`config.mk`:
```
export PLATFORM = sky130hd
export DESIGN_NAME = i2c_scl_gen
export DESIGN_NICKNAME = d
export VERILOG_FILES = /design/src/rtl/i2c_scl_gen.sv
export SDC_FILE = /design/constraint.sdc
export NUM_CORES = 1
export LEC_CHECK = 0
export ABC_CLOCK_PERIOD_IN_PS = 5200
export BUFFER_PORTS_ARGS = -buffer_cell sky130_fd_sc_hd__buf_4
export CAP_MARGIN = 40
export CORE_MARGIN = 4
export CORE_UTILIZATION = 40
export DETAILED_ROUTE_END_ITERATION = 16
export PLACE_DENSITY = 0.74
export SLEW_MARGIN = 5
export SYNTH_ARGS = -nofsm -noshare
export SYNTH_HDL_FRONTEND = slang
export SYNTH_SLANG_ARGS = --single-unit
```
`constraint.sdc`:
```
create_clock -name clk -period 5.2 [get_ports clk]
set_input_delay 0.26 -clock clk [delete_from_list [all_inputs] [get_ports clk]]
set_output_delay 0.26 -clock clk [all_outputs]
set_load 0.03 [all_outputs]
```
`src/rtl/i2c_scl_gen.sv`:
```
module i2c_scl_gen #(
  parameter int FW     = 8,
  parameter int LO_OFS = 7,
  parameter int HI_OFS = 5
) (
  input  logic            clk,
  input  logic            rst_n,
  input  logic            tick,
  input  logic            hs_sel,
  input  logic            start,
  input  logic            stop,
  input  logic [2*FW-1:0] low_cfg,
  input  logic [2*FW-1:0] high_cfg,
  output logic            scl_o,
  output logic            fall_stb,
  output logic            rise_stb
);
  localparam int CW = FW + 2;

  logic          run, hs_q;
  logic [CW-1:0] cnt, hi_len;
  logic [FW-1:0] lo_fld, hi_fld;
  logic [CW-1:0] lo_load, hi_load;
  logic          step, last, open_low;

  assign lo_fld   = hs_sel ? low_cfg[2*FW-1:FW]  : low_cfg[FW-1:0];
  assign hi_fld   = hs_sel ? high_cfg[2*FW-1:FW] : high_cfg[FW-1:0];
  assign lo_load  = CW'(lo_fld) + CW'(LO_OFS - 1);
  assign hi_load  = CW'(hi_fld) + CW'(HI_OFS - 1);
  assign step     = hs_q | tick;
  assign last     = step && (cnt == '0);
  assign open_low = !stop && ((!run && start) || (run && scl_o && last));

  always_ff @(posedge clk or negedge rst_n) begin
    if (!rst_n) begin
      run      <= 1'b0;
      scl_o    <= 1'b1;
      hs_q     <= 1'b0;
      cnt      <= '0;
      hi_len   <= '0;
      fall_stb <= 1'b0;
      rise_stb <= 1'b0;
    end else begin
      fall_stb <= 1'b0;
      rise_stb <= 1'b0;
      if (stop) begin
        run      <= 1'b0;
        scl_o    <= 1'b1;
        rise_stb <= !scl_o;
      end else if (open_low) begin
        run      <= 1'b1;
        scl_o    <= 1'b0;
        fall_stb <= 1'b1;
        hs_q     <= hs_sel;
        cnt      <= lo_load;
        hi_len   <= hi_load;
      end else if (run && step) begin
        if (cnt == '0) begin
          scl_o    <= 1'b1;
          rise_stb <= 1'b1;
          cnt      <= hi_len;
        end else begin
          cnt <= cnt - 1'b1;
        end
      end
    end
  end


  idle_high_chk: assert property (@(posedge clk) disable iff (!rst_n)
    !run |-> scl_o);


  stop_release_chk: assert property (@(posedge clk) disable iff (!rst_n)
    stop |=> (scl_o && !run && !fall_stb));


  strobe_excl_chk: assert property (@(posedge clk) disable iff (!rst_n)
    $onehot0({fall_stb, rise_stb}));


  fall_level_chk: assert property (@(posedge clk) disable iff (!rst_n)
    fall_stb |-> !scl_o);


  rise_level_chk: assert property (@(posedge clk) disable iff (!rst_n)
    rise_stb |-> scl_o);


  low_min_chk: assert property (@(posedge clk) disable iff (!rst_n)
    (fall_stb && !stop) |=> !scl_o);


  cfg_hold_chk: assert property (@(posedge clk) disable iff (!rst_n)
    (run && !open_low) |=> ($stable(hi_len) && $stable(hs_q)));
endmodule

```
==> summary by stage, run 1 <==
Run status
The flow ran to the end, and the final reports show no timing, DRC or antenna violations.

Clock network
The longest clock path from root to sink contains 2 buffers. The post-CTS clock slew at the launch and capture registers of the worst setup and hold paths is 0.09 ns. Post-CTS repair changed the size of 0 cells. The total number of clock tree sinks is 24.

The number of clock buffers added by TritonCTS is 3. TritonCTS built the clock tree. In this run the number of H-tree levels came out at 1. The cell at the root of the clock tree is clkbuf_8. For the worst-skew pair, the clock arrives at the later sink with an insertion delay of 0.27 ns.

Power and ir drop
The total power per unit cell area is 315.8 nW/µm². The static power due to leakage is 0.9563 nW. VDD sags by at most 0.1516 mV. The design draws 0.6977 mW.

STA
Setup repair after global routing left no endpoint under its margin. The number of slew-limit violations in the final report was 0. Setup violations remaining at the end of the flow were counted as 0. After layout, the worst path uses 46.80% of the clock period. In this run the tightest slew margin relative to its limit is 61.87%. The actual slew at the worst max-slew pin is 0.5700 ns.

The time the final worst path needs with I/O delays and setup is 2.434 ns. Based on the critical path, the design can be clocked at up to 0.4109 GHz. After routing, the total negative slack on setup checks comes to 0 ns. The worst clock skew on the final layout is 0.005474 ns.

The number of failing hold endpoints at the final stage was 0.

Setup path
The critical path capture point type is a register. For the worst setup path, the data required time is 5.34 ns. The critical path class is reg -> reg.

Data arrives at the worst endpoint at 2.57 ns. The kind of cell with the highest combined delay on the critical path is simple AND/OR/NAND/NOR gates. The slowest cell on the critical path is or4b_1. The critical path's largest stage delay is 0.65 ns. The number of buffers and inverters on the critical path is 2. The signal on the critical path passes through inv_1, ha_1, or4b_1, nor4_4, nor2_2, buf_8, o311ai_0, o221ai_1. The sort of element at the start of the critical path is a register. The top fanout value on the critical path is 23.

Route
The final routed DRC violation total is 0. The detail route stage leaves a number of antenna-violating nets equal to 0. The initial detailed-routing violation count is 166. Dividing the detail-routed via count by the number of cells gives 5.779. The number of iterations in the first detailed-routing pass is 4.

The wire length after detailed routing is 4.358 mm. The wire length per cell is 15.08 µm. The total via count after detailed routing is 1670.

Job
Across the run, the number of max-cap violations was 0.

Placed design
At the end of routability-driven placement, the weighted congestion stood at 0.8586. Once detailed placement completed, the half-perimeter wirelength came to 3.418 mm. The number of port buffers is 40.

Synthesis
The most used flip-flop cell after synthesis is dfrtp_1. Synthesis produced a netlist with a net count of 241. The share of the Yosys chip area taken by registers is 32.83%.

The per-instance average area after synthesis is 9.165 µm². Counting flops with a built-in enable in the synthesized netlist gives 0. Yosys printed 0 warnings. The number of synthesized register bits is 24. The cell count after synthesis came out at 200. The async set or reset register ratio after synthesis is 100.0%. After synthesis the cells add up to 1833 µm².

Counting distinct cell types in the post-synthesis netlist gives 58.

Cells and area
Counting the fill cells in the layout gives 416. The number of nets in the layout is 279. The area growth from synthesis to layout is 20.55%. The antenna cell count is 0. Of the cells placed in the final design, the portion with a size suffix greater than 1 is 24.89%.

Floorplan
Row generation in the floorplan step produced 24 rows. The y dimension of the die is 75.70 µm. For this configuration, the core starts out at a cell density of 41.81%. The die covers 5730 µm². In this run the count of I/O pins placed on the die edge is 41. The horizontal die dimension is 75.70 µm.

The core region is 4384 µm².

Global route
Entering global routing, the biggest net connects 32 pins. The via count of the first global-routing pass is 1624. The total global-route track usage is 17.09%.

The total overflow left after global routing is 0. The initial antenna violation count is 0. The wire length of the first global-routing pass is 7.610 mm.

Worst hold path
The kind of path behind the tightest hold check is in -> reg.
## cell families (layout without fill, tap and decap cells)
logic type,count (synthesis),after routing,share of synthesized area [%]
AO/OA/AOI/OAI,65,65,25.33
flip-flops,24,24,32.83
adder cells (fa/ha/maj),3,3,2.048
multiplexers,13,13,7.236
buffers and inverters,17,54,6.552
XOR/XNOR,13,13,6.212
AND/OR/NAND/NOR,65,65,19.80
## final cells by class
cell class	instances	area [µm²]	share of cell area [%]
multi-input combinational	159	1111	50.28
sequential	24	601.8	27.24
timing repair buffer	43	332.8	15.06
tap	52	65.06	2.945
clock buffer	3	41.29	1.869
clock inverter	1	30.03	1.359
inverter	7	27.53	1.246
## cells in the final DEF (no fill, tap or decap), drive strengths merged, types with 6 or more instances in the layout
cell type | netlist | final
xnor2 | 6 | 6
xor2 | 7 | 7
o21ai | 19 | 19
buf | 7 | 42
inv | 6 | 6
dfrtp | 23 | 23
mux2i | 11 | 11
nor2 | 13 | 13
nand2 | 25 | 25
a21oi | 11 | 11
## path summary, 6_finish.rpt
kind                       slack (ns)        end       from  cells past startpoint
setup / recovery                 2.77     cnt[4]     cnt[0]                      8
hold / removal                   0.21        run       stop                      2
setup reg to reg                 2.77     cnt[4]     cnt[0]                      8
hold reg to reg                  0.50  hi_len[3]  hi_len[3]                      2
max in group asynchronous        4.50      scl_o      rst_n                      2
min in group asynchronous        0.42   rise_stb      rst_n                      2
## through the flow
| stage | util (%) | hold slack, ns | instances | cell area [µm²] | setup WS [ns] |
|---|---|---|---|---|---|
| floorplan | - | -0.03559 | 200 | 1833 | 2.954 |
| global placement | 48.20 | 0.1774 | 283 | 2113 | 2.566 |
| detailed placement | 48.54 | 0.1794 | 284 | 2128 | 2.777 |
| CTS | 50.40 | 0.2048 | 289 | 2210 | 2.755 |
| global route | 50.40 | 0.1993 | 289 | 2210 | 2.604 |
| finish | 50.40 | 0.2082 | 289 | 2210 | 2.766 |
## flip-flops by register name, indices dropped and copies added, names as in the netlist
signal / count
cnt: 10
run: 1
scl_o: 1
hi_len: 9
hs_q: 1
fall_stb: 1
rise_stb: 1
## synthesized netlist by cell type, types with 2 or more instances
cell | instances | area, µm²
nand2_1 | 25 | 93.84
o22a_1 | 3 | 26.28
a32oi_1 | 2 | 17.52
buf_6 | 2 | 22.52
o31ai_1 | 2 | 15.01
nor2b_1 | 3 | 18.77
mux2i_1 | 11 | 110.1
dfrtp_1 | 23 | 575.6
clkbuf_1 | 2 | 7.510
nand3b_1 | 2 | 15.01
a21oi_1 | 11 | 55.05
nor4_1 | 2 | 12.51
ha_1 | 3 | 37.54
nor3_1 | 4 | 20.02
o211ai_1 | 2 | 15.01
a32o_1 | 2 | 20.02
o22ai_1 | 3 | 18.77
o311ai_0 | 3 | 26.28
nand2b_1 | 2 | 12.51
mux2_2 | 2 | 22.52
buf_2 | 2 | 10.01
nor4_4 | 2 | 42.54
nand3_1 | 3 | 15.01
nor2_1 | 12 | 45.04
xnor2_1 | 6 | 52.55
o2111ai_1 | 3 | 26.28
a211oi_1 | 4 | 30.03
o21ai_1 | 13 | 65.06
o21ai_0 | 6 | 30.03
xor2_1 | 7 | 61.31
inv_1 | 6 | 22.52
## report_power, final
part	leakage [nW]	total, mW	switching, mW	internal (mW)
registers	0.295	0.290	0.0580	0.232
logic	0.626	0.243	0.126	0.117
clock network	0.0357	0.165	0.0623	0.103
## per-layer routing
layer  global-route usage [%]  routed length, µm
met3                    3.034                176
met1                    22.91               1903
met5                        0                  0
met4                    4.660                102
met2                    28.38               2177
## what timing repair did
item                      CTS  global route
setup buffers               0             0
hold buffers                1             0
hold endpoints to repair   23             0
No activity file was read; power rests on OpenSTA's default activity.
==> run 2: changes to the inputs <==
- ABC_CLOCK_PERIOD_IN_PS: 5200 -> 2300
- clock period: 5.2 -> 2.3 ns (I/O delays scaled with it)
==> run 2 against run 1 <==
Compared with the run above:
- global-route usage up 0.47 points
- combinational power up 150%
- flip-flop and latch count unchanged
- wire length up 7.6%
- sequential power up 130%
- total power up 130%
- final cell count up 2.1%
- largest power group unchanged
==> summary by stage, run 2 (synthesis results as in run 1) <==
Clock network
The later-pin clock latency in the skew report is 0.27 ns (about the same). CTS placed an instance of clkbuf_8 at the clock tree root. The H-tree depth reported by CTS came to 1 (unchanged). The number of buffers created by CTS was 3 (unchanged). The deepest clock path buffer count came to 2 (unchanged).

TritonCTS built the clock tree. The total number of clock tree sinks is 24 (unchanged). The number of buffers inserted by post-CTS setup repair came to 0 (unchanged). The post-CTS clock slew at the launch and capture registers of the worst setup and hold paths is 0.09 ns (about the same).

Cells and area
The number of nets in the layout is 285 (+2.2%). cnt holds more flip-flops than any other register. The most common library cell in the layout ignoring fill and taps is buf_4. The area of the multi-input gates was 1115 µm² (+0.34%).

The sequential cell area is 601.8 µm² (unchanged). The library cells used most frequently in the layout, excluding fill and tap cells, are buf_4 (48), nand2_1 (25), dfrtp_1 (23), o21ai_1 (13), nor2_1 (12). The antenna cell count is 0 (unchanged). The largest registers in the layout are cnt (10), hi_len (9). The filler cell count was 409 (-1.7%). The flip-flop count of the largest register after layout is 10 (unchanged). From synthesis to final layout, the design area changed by 22.80%. The proportion of layout cells with a drive suffix above 1 was 27.16% (+2.3 points). The final non-filler cell total is 295 (+2.1%).

Setup path
The worst setup slack for register-to-register paths is 0.10 ns (-2.67 ns). The cell count of the worst reg-to-reg path is 7 (-1). The data arrival time of the worst path is 2.39 ns (-0.18 ns). The slowest cell on the critical path is or4b_4.

The critical path class is reg -> reg. The top fanout value on the critical path is 21 (-8.7%). Traced cell by cell, the critical path runs through inv_1, ha_1, or4b_4, nor4_4, nor2_2, buf_4, o31ai_2. The critical path's largest stage delay is 0.53 ns (-0.12 ns). The worst register-to-register path begins at cnt[1]. The critical path capture point type is a register. The endpoint identified for the worst register-to-register timing path is hi_len[8]. The worst setup path is launched from a register. The required time at the worst-slack endpoint is 2.49 ns (-2.85 ns).

Route
The total via count after detailed routing is 1716 (+2.8%). The number of iterations in the first detailed-routing pass is 4 (unchanged). The wire length after detailed routing is 4.691 mm (+7.6%).

The via-per-instance ratio came to 5.817 (+0.66%). The final routed DRC violation total came to 0 (unchanged). The number of antenna-violating nets in the routed design is 0 (unchanged). The wire length per cell is 15.90 µm (+5.5%). The initial detailed-routing violation count came to 120 (-28%).

STA
The top achievable clock speed is 0.4547 GHz (+11%). The actual slew at the worst max-slew pin is 0.4732 ns (-0.09682 ns). The time the final worst path needs with I/O delays and setup is 2.199 ns (-0.2343 ns). The final critical-path share of the clock period is 95.62% (+49 points).

The final setup violation count is 0 (unchanged). The final-layout setup total negative slack is 0 ns (unchanged). The number of slew-limit violations in the final report was 0 (unchanged). The worst max-slew margin expressed relative to the limit is 68.24% (+6.4 points).

Setup repair after global routing left no endpoint under its margin. The number of failing hold endpoints at the final stage was 0 (unchanged). The final hold slack came to 0.07298 ns (-0.1352 ns).

The worst setup margin is 0.1007 ns (-2.666 ns). The worst clock skew on the final layout was 0.003130 ns (-0.002344 ns).

Run status
The flow ran to the end, and the final reports show no timing, DRC or antenna violations.

Placed design
The number of port buffers came to 40 (unchanged). The HPWL after detailed placement came to 3.617 mm (+5.8%). The global placer's final weighted congestion came to 0.9688 (+13%). The setup slack after placement is 0.08276 ns (-2.694 ns).

The instance count after placement with tap cells included came to 290 (+2.1%).

Floorplan
The area enclosed by the die boundary is 5730 µm² (unchanged). The starting utilization of the core area is 41.81% (unchanged). The core footprint is 4384 µm² (unchanged). The horizontal die dimension is 75.70 µm (unchanged). The number of rows created at floorplan is 24 (unchanged).

The y dimension of the die came to 75.70 µm (unchanged). The number of placed I/O pins is 41 (unchanged).

Global route
The wire length of the first global-routing pass came to 7.631 mm (+0.28%). The remaining global-route overflow is 0 (unchanged). The total global-route track usage was 17.56% (+0.47 points). The initial antenna violation count came to 0 (unchanged). The maximum number of pins on one net before global-route repair is 32 (unchanged). The via count of the first global-routing pass is 1694 (+4.3%).

Power and ir drop
The total power per unit cell area is 725.5 nW/µm² (+130%). The static power due to leakage is 0.9826 nW (+2.8%). The overall power was 1.633 mW (+130%). The largest vdd supply drop is 0.3540 mV (+130%).

Worst hold path
The number of cells traversed by the worst hold path is 2 (unchanged). The hold path endpoint is run. In this run the most critical hold path is launched from stop. The tightest min-delay check is of the in -> reg type.

Job
The number of max-capacitance violations reported is 0 (unchanged).
run 2: what timing repair did:
item,CTS,global route
endpoints found under the hold margin,23,0
hold buffers,1,0
gates resized for setup,0,1
endpoints found under the setup margin,0,6
run 2: final cells by class:
class / instances / share of cell area (%)
Multi-Input combinational cell: 159 / 49.53
Sequential cell: 24 / 26.74
Clock inverter: 1 / 1.334
Timing Repair Buffer: 49 / 16.45
Clock buffer: 3 / 1.834
Inverter: 7 / 1.223
Tap cell: 52 / 2.890
run 2: critical path: cells and delay by family (launching register included):
family | cells | cell delay, ns
AOI/OAI and AO/OA | 1 | 0.25
adders and majority gates | 1 | 0.21
buffers and inverters | 2 | 0.29
DFF | 1 | 0.41
and+or+nand+nor | 3 | 0.95
run 2: routing by layer:
layer  vias up  track usage (%)  wire (µm)
li1        840                -          -
met1       817            21.62       1984
met2        50            29.82       2401
met3         9            3.034        187
met4         0            8.155        119
met5         -                0          0
run 2: worst max-delay path by stage:
stage | from | to
after floorplan | hs_sel | cnt[7]
after global placement | cnt[0] | scl_o
after detailed placement | cnt[1] | hi_len[8]
after CTS | cnt[1] | hi_len[8]
after global routing | cnt[0] | hi_len[8]
final | cnt[1] | hi_len[8]
run 2: report_power, final:
group	total [mW]	internal [mW]	switching [mW]
registers	0.655	0.523	0.131
logic	0.600	0.294	0.306
clock network	0.378	0.233	0.145
run 2: metrics by stage:
stage	utilization, %	cell area (µm²)
floorplan	-	1833
global placement	49.40	2166
detailed placement	49.40	2166
CTS	51.26	2247
global route	51.34	2251
finish	51.34	2251
==> run 3: changes to the inputs <==
--- a/config.mk
+++ b/config.mk
@@ -6,5 +6,5 @@
 export NUM_CORES = 1
 export LEC_CHECK = 0
-export ABC_CLOCK_PERIOD_IN_PS = 2300
+export ABC_CLOCK_PERIOD_IN_PS = 1800
 export BUFFER_PORTS_ARGS = -buffer_cell sky130_fd_sc_hd__buf_4
 export CAP_MARGIN = 40
@@ -12,5 +12,5 @@
 export CORE_UTILIZATION = 40
 export DETAILED_ROUTE_END_ITERATION = 16
-export PLACE_DENSITY = 0.74
+export PLACE_DENSITY = 0.76
 export SLEW_MARGIN = 5
 export SYNTH_ARGS = -nofsm -noshare
==> constraint.sdc (replaced) <==
create_clock -name clk -period 1.8 [get_ports clk]
set_input_delay 0.09 -clock clk [delete_from_list [all_inputs] [get_ports clk]]
set_output_delay 0.09 -clock clk [all_outputs]
set_load 0.1 [all_outputs]
==> run 3 against run 2 <==
Compared with the run above:
- the flow now finishes with violations (negative setup slack)
- final cell count up 9.2%
- clock-buffer cell count up 1
- clock power is 3% lower
- die area unchanged
- setup slack got worse by 0.34 ns
- critical path type unchanged
- largest power group is now combinational cells
==> summary by stage, run 3 (synthesis results as in run 1) <==
Route
The post-route met1 wirelength was 2.092 mm (+5.4%). The met3 routed wirelength came to 223 µm (+19%). The wire length after detailed routing is 5.181 mm (+10%). The total met2 wirelength after detailed routing is 2.704 mm (+13%). The final routed DRC violation total was 0 (unchanged). The number of iterations in the first detailed-routing pass is 6 (+2). The highest signal layer in the routed design is met4. The initial detailed-routing violation count was 155 (+29%). The total via count after detailed routing is 1861 (+8.4%).

The number of antenna-violating nets in the routed design is 0 (unchanged). The wire length per cell was 16.09 µm (+1.2%). The via-per-instance ratio is 5.780 (-0.64%).

STA
The final critical-path share of the clock period is 113.4% (+18 points). The final setup violation count is 23 (+23). The top achievable clock speed is 0.4899 GHz (+7.7%). The worst max-slew margin expressed relative to the limit is 71.98% (+3.7 points). The number of slew-limit violations in the final report is 0 (unchanged). The worst setup margin came to -0.2413 ns (-0.3419 ns). The time the final worst path needs with I/O delays and setup is 2.041 ns (-0.1581 ns). The final-layout setup total negative slack came to -3.608 ns (-3.608 ns). The worst clock skew on the final layout is 0.0007647 ns (-0.002365 ns).

Setup repair after global routing could not meet its margin everywhere. The actual slew at the worst max-slew pin is 0.4170 ns (-0.05619 ns). The number of failing hold endpoints at the final stage was 0 (unchanged).

Setup path
Traced cell by cell, the critical path runs through or4b_4, nor4_4, nor2_4, buf_12, o31ai_2. The slowest stage of the critical path is the dfstp_4 cell. The worst setup path is launched from a register. The buffering stage count on the worst path with inverters included is 1 (-1). The top fanout value on the critical path is 20 (-4.8%).

The required time at the worst-slack endpoint came to 1.98 ns (-0.51 ns). The critical path class is reg -> reg. The data arrival time of the worst path was 2.22 ns (-0.17 ns). The critical path capture point type is a register. The critical path's largest stage delay came to 0.62 ns (+0.09 ns). Broken down by cell family, the worst path's largest delay share belongs to simple AND/OR/NAND/NOR gates.

Clock network
The deepest clock path buffer count is 2 (unchanged). The H-tree depth reported by CTS came to 1 (unchanged). The post-CTS clock slew at the launch and capture registers of the worst setup and hold paths came to 0.08 ns (about the same). The tree is rooted in a clkbuf_8. The number of buffers created by CTS is 3 (unchanged). The later-pin clock latency in the skew report came to 0.26 ns (about the same). The total number of clock tree sinks was 24 (unchanged). The CTS tree is built.

Floorplan
The starting utilization of the core area is 41.81% (unchanged). The area enclosed by the die boundary is 5730 µm² (unchanged). The y dimension of the die is 75.70 µm (unchanged). The horizontal die dimension was 75.70 µm (unchanged). The number of rows created at floorplan is 24 (unchanged). The core footprint is 4384 µm² (unchanged). The number of placed I/O pins is 41 (unchanged).

Placed design
The global placer's final weighted congestion is 0.8494 (-12%). The number of port buffers is 40 (unchanged). The instance area at placement is 2331 µm² (+7.6%). The HPWL after detailed placement is 3.773 mm (+4.3%). The instance count after placement with tap cells included is 308 (+6.2%).

Cells and area
The number of nets in the layout is 312 (+9.5%). The top cell types in the final layout, fill and taps aside, are buf_4 (71), nand2_1 (24), dfrtp_1 (23), o21ai_1 (12). The total non-filler cell area in the finished layout came to 2596 µm² (+15%). The synthesis-to-finish area growth is 41.64%. The flip-flop count of the largest register after layout was 10 (unchanged). The final non-filler cell total is 322 (+9.2%). The antenna cell count is 0 (unchanged). The proportion of layout cells with a drive suffix above 1 is 40.74% (+14 points). The utilization of the core after routing came to 59.22% (+7.9 points). In the final layout, the registers with the most flip-flops are cnt (10), hi_len (9). The register name with the most flops is cnt. The filler cell count came to 371 (-9.3%). Leaving out fill and tap cells, the most frequent cell in the layout is buf_4.

Global route
The wire length of the first global-routing pass is 8.493 mm (+11%). The via count of the first global-routing pass is 1826 (+7.8%). The initial antenna violation count came to 0 (unchanged).

The remaining global-route overflow is 0 (unchanged). The total global-route track usage was 19.30% (+1.7 points). The maximum number of pins on one net before global-route repair is 25 (-22%).

Power and ir drop
The largest vdd supply drop was 0.4825 mV (+36%). The static power due to leakage was 1.145 nW (+17%). The total power per unit cell area came to 955.1 nW/µm² (+32%). The overall power came to 2.480 mW (+52%).

Run status
The run finished, with violations left. The checks that failed: negative setup slack.

Worst hold path
The kind of path behind the tightest hold check is in -> reg.

Job
The number of max-capacitance violations reported came to 0 (unchanged).
-- run 3: cell types whose count changed in the layout (fill, tap and decap cells not counted), sizes merged --
cell / before / now
buf: 48 / 75
bufinv: 1 / 0
clkbuf: 3 / 4
-- run 3: final cells by class --
cell class / instances / area [µm²] / area share (%)
well taps: 52 / 65.06 / 2.506
flip-flops and latches: 24 / 605.6 / 23.33
inverters: 7 / 27.53 / 1.060
clock buffers: 4 / 55.05 / 2.120
multi-input cells: 159 / 1246 / 48.00
repair buffers: 76 / 596.8 / 22.99
-- run 3: metal layers --
| metal | GRT usage, % | vias up |
|---|---|---|
| met3 | 2.902 | 15 |
| met4 | 8.544 | 0 |
| met5 | 0 | - |
| met1 | 23.69 | 889 |
| met2 | 33.37 | 65 |
| li1 | - | 892 |
-- run 3: path summary, 6_finish.rpt --
path,from,to,slack (ns),depth (start not counted)
min in group asynchronous,rst_n,rise_stb,0.26,2
hold / removal,stop,run,0.06,2
hold reg to reg,hi_len[3],hi_len[3],0.49,2
setup reg to reg,scl_o,hi_len[8],-0.24,5
setup / recovery,scl_o,hi_len[8],-0.24,5
max in group asynchronous,rst_n,scl_o,1.26,2
-- run 3: report_power, final --
part / switching, mW / internal, mW / total (mW)
Combinational: 0.625 / 0.672 / 1.30
Clock: 0.172 / 0.195 / 0.368
Sequential: 0.145 / 0.670 / 0.816
-- run 3: per-stage QoR --
| stage | hold slack [ns] | worst slack, ns |
|---|---|---|
| finish | 0.05576 | -0.2413 |
| global route | 0.05551 | -0.2963 |
| CTS | 0.04773 | -0.2283 |
| detailed placement | 0.007847 | -0.2772 |
| global placement | 0.007317 | -0.2162 |
| floorplan | -0.2056 | -0.2744 |
-- run 3: repair_timing --
item,4_1_cts,5_1_grt
setup buffers,4,5
hold buffers,1,0
hold endpoints to repair,24,0
resized for setup,19,10
pin swaps,14,6
setup endpoints to repair,23,23
